--- src/rtl/disp_stage_pkg.sv ---
package disp_stage_pkg;
  localparam int NUM_STAGES = 3;
  localparam int STG_PCLK   = 0;
  localparam int STG_SYNC   = 1;
  localparam int STG_DISP   = 2;
  localparam int MIN_DIV    = 2;

  typedef struct packed {
    logic pclkRun;
    logic divLoad;
  } dpStrobe_t;
endpackage

--- src/rtl/disp_stage_ctrl.sv ---
module disp_stage_ctrl
  import disp_stage_pkg::*;
(
  input  logic                  clk,
  input  logic                  rstN,
  input  logic                  setWr,
  input  logic [NUM_STAGES-1:0] setMask,
  input  logic                  clrWr,
  input  logic [NUM_STAGES-1:0] clrMask,
  input  logic                  frameEnd,
  input  logic                  cfgWr,
  output logic [NUM_STAGES-1:0] stageOn,
  output dpStrobe_t             strobe
);
  logic [NUM_STAGES-1:0] setHit, clrHit;
  logic [NUM_STAGES-1:1] onPend, offPend, setAcc, clrAcc;
  logic pclkOff;

  assign setHit = {NUM_STAGES{setWr}} & setMask;
  assign clrHit = {NUM_STAGES{clrWr}} & clrMask;

  always_comb begin
    // a stage may stop only once nothing above it is running or coming up
    pclkOff = clrHit[STG_PCLK] & stageOn[STG_PCLK] & ~stageOn[STG_SYNC] & ~onPend[STG_SYNC];
    clrAcc[STG_SYNC] = clrHit[STG_SYNC] & stageOn[STG_SYNC] & ~offPend[STG_SYNC]
                     & ~stageOn[STG_DISP] & ~onPend[STG_DISP];
    clrAcc[STG_DISP] = clrHit[STG_DISP] & stageOn[STG_DISP] & ~offPend[STG_DISP];
    // a stage may start only on a stable, active stage below it
    setAcc[STG_SYNC] = setHit[STG_SYNC] & ~stageOn[STG_SYNC] & ~onPend[STG_SYNC]
                     & stageOn[STG_PCLK] & ~pclkOff;
    setAcc[STG_DISP] = setHit[STG_DISP] & ~stageOn[STG_DISP] & ~onPend[STG_DISP]
                     & stageOn[STG_SYNC] & ~offPend[STG_SYNC] & ~clrAcc[STG_SYNC];
  end

  always_ff @(posedge clk) begin
    if (!rstN) begin
      stageOn <= '0;
      onPend  <= '0;
      offPend <= '0;
    end else begin
      if (pclkOff)
        stageOn[STG_PCLK] <= 1'b0;
      else if (setHit[STG_PCLK] && !clrHit[STG_PCLK])
        stageOn[STG_PCLK] <= 1'b1;
      for (int k = 1; k < NUM_STAGES; k++) begin
        if (frameEnd) begin
          stageOn[k] <= onPend[k] | (stageOn[k] & ~offPend[k]);
          onPend[k]  <= setAcc[k];
          offPend[k] <= clrAcc[k];
        end else begin
          onPend[k]  <= onPend[k] | setAcc[k];
          offPend[k] <= offPend[k] | clrAcc[k];
        end
      end
    end
  end

  assign strobe.pclkRun = stageOn[STG_PCLK];
  assign strobe.divLoad = cfgWr & ~stageOn[STG_PCLK];
endmodule

--- src/rtl/disp_pclk_div.sv ---
module disp_pclk_div
  import disp_stage_pkg::*;
#(
  parameter int DIV_W = 8
) (
  input  logic             clk,
  input  logic             rstN,
  input  dpStrobe_t        strobe,
  input  logic [DIV_W-1:0] cfgDiv,
  input  logic             cfgDouble,
  output logic             pixClkEn,
  output logic             srcDouble
);
  localparam int ACC_W = DIV_W + 1;

  logic [DIV_W-1:0] divisor;
  logic [ACC_W-1:0] acc, sum, step, divExt;
  logic             wrap;

  assign step   = srcDouble ? ACC_W'(2) : ACC_W'(1);
  assign divExt = {1'b0, divisor};
  assign sum    = acc + step;
  assign wrap   = sum >= divExt;
  assign pixClkEn = strobe.pclkRun & wrap;

  always_ff @(posedge clk) begin
    if (!rstN) begin
      divisor   <= DIV_W'(MIN_DIV);
      srcDouble <= 1'b0;
      acc       <= '0;
    end else begin
      if (strobe.divLoad) begin
        divisor   <= (cfgDiv < DIV_W'(MIN_DIV)) ? DIV_W'(MIN_DIV) : cfgDiv;
        srcDouble <= cfgDouble;
      end
      if (!strobe.pclkRun) acc <= '0;
      else if (wrap)       acc <= sum - divExt;
      else                 acc <= sum;
    end
  end
endmodule

--- src/rtl/disp_stage_seq.sv ---
module disp_stage_seq
  import disp_stage_pkg::*;
#(
  parameter int DIV_W = 8
) (
  input  logic             clk,
  input  logic             rstN,
  input  logic             setWr,
  input  logic [2:0]       setMask,
  input  logic             clrWr,
  input  logic [2:0]       clrMask,
  input  logic             frameEnd,
  input  logic             cfgWr,
  input  logic [DIV_W-1:0] cfgDiv,
  input  logic             cfgDouble,
  output logic [2:0]       stageOn,
  output logic             pixClkEn,
  output logic             srcDouble
);
  dpStrobe_t strobe;

  disp_stage_ctrl ctrl_i (
    .clk(clk), .rstN(rstN), .setWr(setWr), .setMask(setMask),
    .clrWr(clrWr), .clrMask(clrMask), .frameEnd(frameEnd),
    .cfgWr(cfgWr), .stageOn(stageOn), .strobe(strobe)
  );

  disp_pclk_div #(.DIV_W(DIV_W)) div_i (
    .clk(clk), .rstN(rstN), .strobe(strobe), .cfgDiv(cfgDiv),
    .cfgDouble(cfgDouble), .pixClkEn(pixClkEn), .srcDouble(srcDouble)
  );
endmodule

--- config.mk ---
export PLATFORM = sky130hd
export DESIGN_NAME = disp_stage_seq
export DESIGN_NICKNAME = d
export VERILOG_FILES = /design/src/rtl/disp_stage_pkg.sv /design/src/rtl/disp_stage_ctrl.sv /design/src/rtl/disp_pclk_div.sv /design/src/rtl/disp_stage_seq.sv
export SDC_FILE = /design/constraint.sdc
export NUM_CORES = 1
export LEC_CHECK = 0
export ABC_CLOCK_PERIOD_IN_PS = 4100
export BUFFER_PORTS_ARGS = -buffer_cell sky130_fd_sc_hd__buf_2
export CORE_ASPECT_RATIO = 1.75
export CORE_MARGIN = 5
export CORE_UTILIZATION = 50
export DETAILED_ROUTE_END_ITERATION = 7
export GPL_TIMING_DRIVEN = 0
export PLACE_DENSITY = 0.77
export SLEW_MARGIN = 10
export SYNTH_ARGS = -nofsm -noshare
export SYNTH_HDL_FRONTEND = slang
export SYNTH_SLANG_ARGS = --single-unit
--- constraint.sdc ---
create_clock -name clk -period 4.1 [get_ports clk]
set_input_delay 0.41 -clock clk [delete_from_list [all_inputs] [get_ports clk]]
set_output_delay 0.41 -clock clk [all_outputs]
set_load 0.05 [all_outputs]
=== After elaboration in Yosys (flattened, before gate mapping) ===
Cells that the tools add are included.

* Register bits after elaboration: 25
* Bits in latches: 0
* Bits in writable memories: 0
* ROM bits: 0
* Input bits: 21
* Output and inout port bits: 5
* Memories kept: 0

* Add/sub/neg operators: 2
* Multiply operators: 0
* Divide/modulo/power cells: 0
* $lt $le $gt $ge: 2
* Equal/unequal tests: 0
* Shift-type cells: 0
* Multiplexer cells: 7
* Bitwise operators: 40
* Reductions and logical operators: 4

{| class="wikitable"
|+ Operators by type and width
! operator !! count
|-
| 1-bit AND || 22
|-
| 1-bit inverter || 10
|-
| 9-bit adder || 1
|-
| 9-bit by 8-bit >= comparator with 1-bit output || 1
|-
| 9-bit 2-to-1 mux || 1
|-
| 9-bit by 8-bit subtractor with 9-bit output || 1
|-
| 8-bit by 2-bit < comparator with 1-bit output, second input constant || 1
|-
| 8-bit 2-to-1 mux || 1
|-
| 3-bit AND || 2
|-
| 1-bit bitwise OR || 6
|-
| 1-bit 2-to-1 mux || 4
|-
| 2-bit 2-to-1 mux || 1
|-
| 2-bit AND reduction || 1
|-
| 2-bit OR reduction || 1
|-
| 1-bit logical AND || 1
|-
| 1-bit logical NOT || 1
|}

=== Longest topological paths before layout ===
* Depth in word-level cells: 9
* Depth in mapped cells: 13

=== Cells and area by module ===
Synthesis repeated with hierarchy kept, for this count alone.

* Cells, all modules: 181
* Area total of the unflattened synthesis: 1560.2 µm²

{| class="wikitable"
|+ Modules (own cells, without submodules)
! module !! times used !! cells each !! area an instance (µm²) !! sequential area each (µm²)
|-
| disp_pclk_div || 1 || 146 || 1234.9 || 360.3
|-
| disp_stage_ctrl || 1 || 35 || 325.3 || 140.1
|}

=== Worst setup path before layout ===
OpenSTA, ideal clock, no wires.

* Kind: register -> output
* Start: register div_i.srcDouble
* End: output port pixClkEn
* Data arrival time: 3.506 ns
* Path slack: 0.184 ns
* Cell stages (with the launch flop): 14
* Path through: dfxtp_1 > inv_1 > ha_1 > fa_1 > nand3_1 > xnor2_1 > ha_1 > and4_1 > a21oi_1 > and3_1 > buf_6 > and2_4 > buf_6 > nor2b_1

* Word-level cells in the longest chain between the ends: 4

{| class="wikitable"
|+ RTL lines
! what !! RTL line !! RTL
|-
| start: declaration || disp_pclk_div.sv:12 || <nowiki>output logic srcDouble</nowiki>
|-
| start signal: assignment || disp_pclk_div.sv:34 || <nowiki>srcDouble <= cfgDouble;</nowiki>
|-
| 2-bit 2-to-1 mux || disp_pclk_div.sv:20 || <nowiki>assign step = srcDouble ? ACC_W'(2) : ACC_W'(1);</nowiki>
|-
| 9-bit adder || disp_pclk_div.sv:22 || <nowiki>assign sum = acc + step;</nowiki>
|-
| 9-bit by 8-bit >= comparator with 1-bit output || disp_pclk_div.sv:23 || <nowiki>assign wrap = sum >= divExt;</nowiki>
|-
| 1-bit AND || disp_pclk_div.sv:24 || <nowiki>assign pixClkEn = strobe.pclkRun & wrap;</nowiki>
|-
| end: declaration || disp_stage_seq.sv:17 || <nowiki>output logic pixClkEn,</nowiki>
|}

No other way between the ends.

=== Worst setup path after layout ===
Same ends and word-level chain as after synthesis.

==> results.yml <==
worst_hold_path:
  hold_depth: 3
  hp-class: "input pin to flop"
yosys:
  synth-seq-area-share_pct: 32.1
  synth_cells: 185
  synth_edf_count: 0
  postSynth.asyncResetShare_pct: 0
  synthFlopType: "dfxtp_1"
  synth_cell_types: 41
  ys_seq_elements: 25
  synth_warnings: 0
  synth.net_count: 218
  synthesis.area_um2: 1560
  synth.avg_cell_area_um2: 8.43
finish:
  layout.cells.most_common_list: "30 x nand2_1, 25 x dfxtp_1, 24 x buf_2"
  num-fill-cells: 281
  syn_to_final_growth_pct: 14.2
  fin_cells: 255
  post-route-util_pct: 60.1
  layout.nets: 247
  final_common_cell: "nand2_1"
  antenna_cells: 0
  drive_gt1_share_pct: 16.0
drt:
  initialDrtViolationCount: 17
  drc_errors: 0
  via_per_inst: 5.49
  dr.pass1.iters: 4
  vias: 1400
  ant_nets: 0
  wl_per_cell_um: 12.9
  wirelength_mm: 3.28
global_routing:
  antenna_found_initial: 0
  use_met1_pct: 15.2
  grt_max_degree: 14
  grt_use_total_pct: 16.7
  grtUsageMet2_pct: 33.7
  grt-busiest-layer: "met2"
  use_met3_pct: 1.97
  gr-total-overflow: 0
  grt_pass1_wl_mm: 5.75
  grt_pass1_vias: 1438
place:
  dp_hpwl_mm: 2.77
  place.port_buffers: 24
  place_inst: 251
  place_congestion: 0.818
clock_network:
  postCtsSetupBuffers: 0
  clock-root-buffer: "clkbuf_8"
  cts_buffers: 3
  cts.sinks: 25
  clock_path_buffers: 2
  htreeDepth: 1
  cts_tree: "built"
  clkLatencyLatePin_ps: 270
  cts.clk_slew.worst_paths_ps: 80
setup_path:
  path_max_fanout: 9
  start_kind: "flop"
  critPathKind: "flop to output pin"
  rr_worst_depth: 12
  cp-end-kind: "output pin"
  required_ps: 3690
  crit_arrival_ps: 3420
sta:
  setup_viol: 0
  drv_slew: 0
  min_period_ps: 3830
  setup_tns_ps: 0
  hold_viol: 0
  tightest_slew_ps: 444
  period_share_pct: 93.4
  slew_headroom_pct: 70.0
  max_freq_mhz: 261
  skew_ps: 2.04
  rsz0062_at_grt: "false"
power:
  p_leak_nw: 0.741
  ir_worst_vdd_mv: 0.280
  powerDensity_nw_per_um2: 311
floorplanning:
  rows: 26
  core_area_um2: 2960
  die-area_um2: 4380
  die_w_um: 52.2
  top_level_ports: 26
  start_util_pct: 52.7
  die_y_um: 83.9
flow_run:
  drv_cap: 0
status:
  status: "finished, final reports clean"
path summary, 6_finish.rpt:
check,startpoint,end,slack (ps)
setup / recovery,div_i.srcDouble$_SDFFE_PN0P_,pixClkEn,270
hold / removal,cfgDiv[1],div_i.divisor[1]$_SDFFE_PN1P_,370
setup reg to reg,div_i.srcDouble$_SDFFE_PN0P_,div_i.acc[6]$_SDFF_PN0_,900
hold reg to reg,div_i.divisor[4]$_SDFFE_PN0P_,div_i.divisor[4]$_SDFFE_PN0P_,480
power by group:
group / switching [mW] / total, mW / internal, mW
sequential: 0.00692 / 0.258 / 0.251
combinational: 0.0846 / 0.147 / 0.0622
clock: 0.0784 / 0.148 / 0.0696
synthesized netlist by cell type (all sizes together) (6+ instances only):
cell type,n,area [um2]
nand3,6,30.0
xnor2,8,70.1
nand4,12,75.1
a21oi,7,35.0
o21ai,6,30.0
o31ai,6,45.0
nor2b,7,43.8
nand2,30,113
a21boi,10,75.1
dfxtp,25,500
ha,10,125
inv,13,48.8
cell families after synthesis:
family	share of synthesized area [%]
buffers and inverters	6.26
AO/OA/AOI/OAI	20.4
AND/OR/NAND/NOR	24.4
flip-flops	32.1
XOR/XNOR	5.62
adder cells (fa/ha/maj)	10.6
multiplexers	0.642
metal layers:
| metal | share of wire, % | wire length (um) |
|---|---|---|
| met5 | 0 | 0 |
| met4 | 2.7 | 87 |
| met3 | 2.8 | 92 |
| met2 | 57 | 1870 |
| met1 | 37 | 1230 |
final cells by class:
| cell class | instances | area, um2 | area share, % |
|---|---|---|---|
| buffer | 8 | 48.8 | 2.74 |
| clock buffer | 4 | 45.0 | 2.53 |
| inverter | 13 | 48.8 | 2.74 |
| multi-input combinational | 139 | 965 | 54.2 |
| sequential | 25 | 500 | 28.1 |
| tap | 42 | 52.6 | 2.95 |
| timing repair buffer | 24 | 120 | 6.75 |
timing repair:
action | CTS | global route
gates resized for setup | 0 | 1
setup endpoints to repair | 0 | 1
hold buffers | 0 | 0
hold endpoints to repair | 0 | 0
flip-flops by register name, summed over array words and instances, names as in the netlist:
name / count
div_i.divisor: 8
ctrl_i.offPend: 2
ctrl_i.onPend: 2
div_i.srcDouble: 1
div_i.acc: 9
ctrl_i.stageOn: 3
critical path: stages (launching register included):
cell and delay (ps):
dfxtp_1 450, inv_1 70, ha_1 230, fa_1 460, nand3_1 120, xnor2_1 160, ha_1 340, a21oi_1 210
o21ai_0 150, o21ai_2 350, and2_4 210, buf_6 130, nor2b_1 50, buf_2 200
per-stage QoR:
stage | area (um2) | setup WS, ps | hold WS, ps | power [mW]
finish | 1780 | 272 | 372 | 0.553
global route | 1780 | 101 | 391 | 0.587
CTS | 1780 | 80.5 | 371 | 0.556
detailed placement | 1730 | 388 | 471 | 0.410
global placement | 1730 | 416 | 453 | 0.408
floorplan | 1560 | 184 | 443 | 0.372
(Power assumes the default switching activity.)
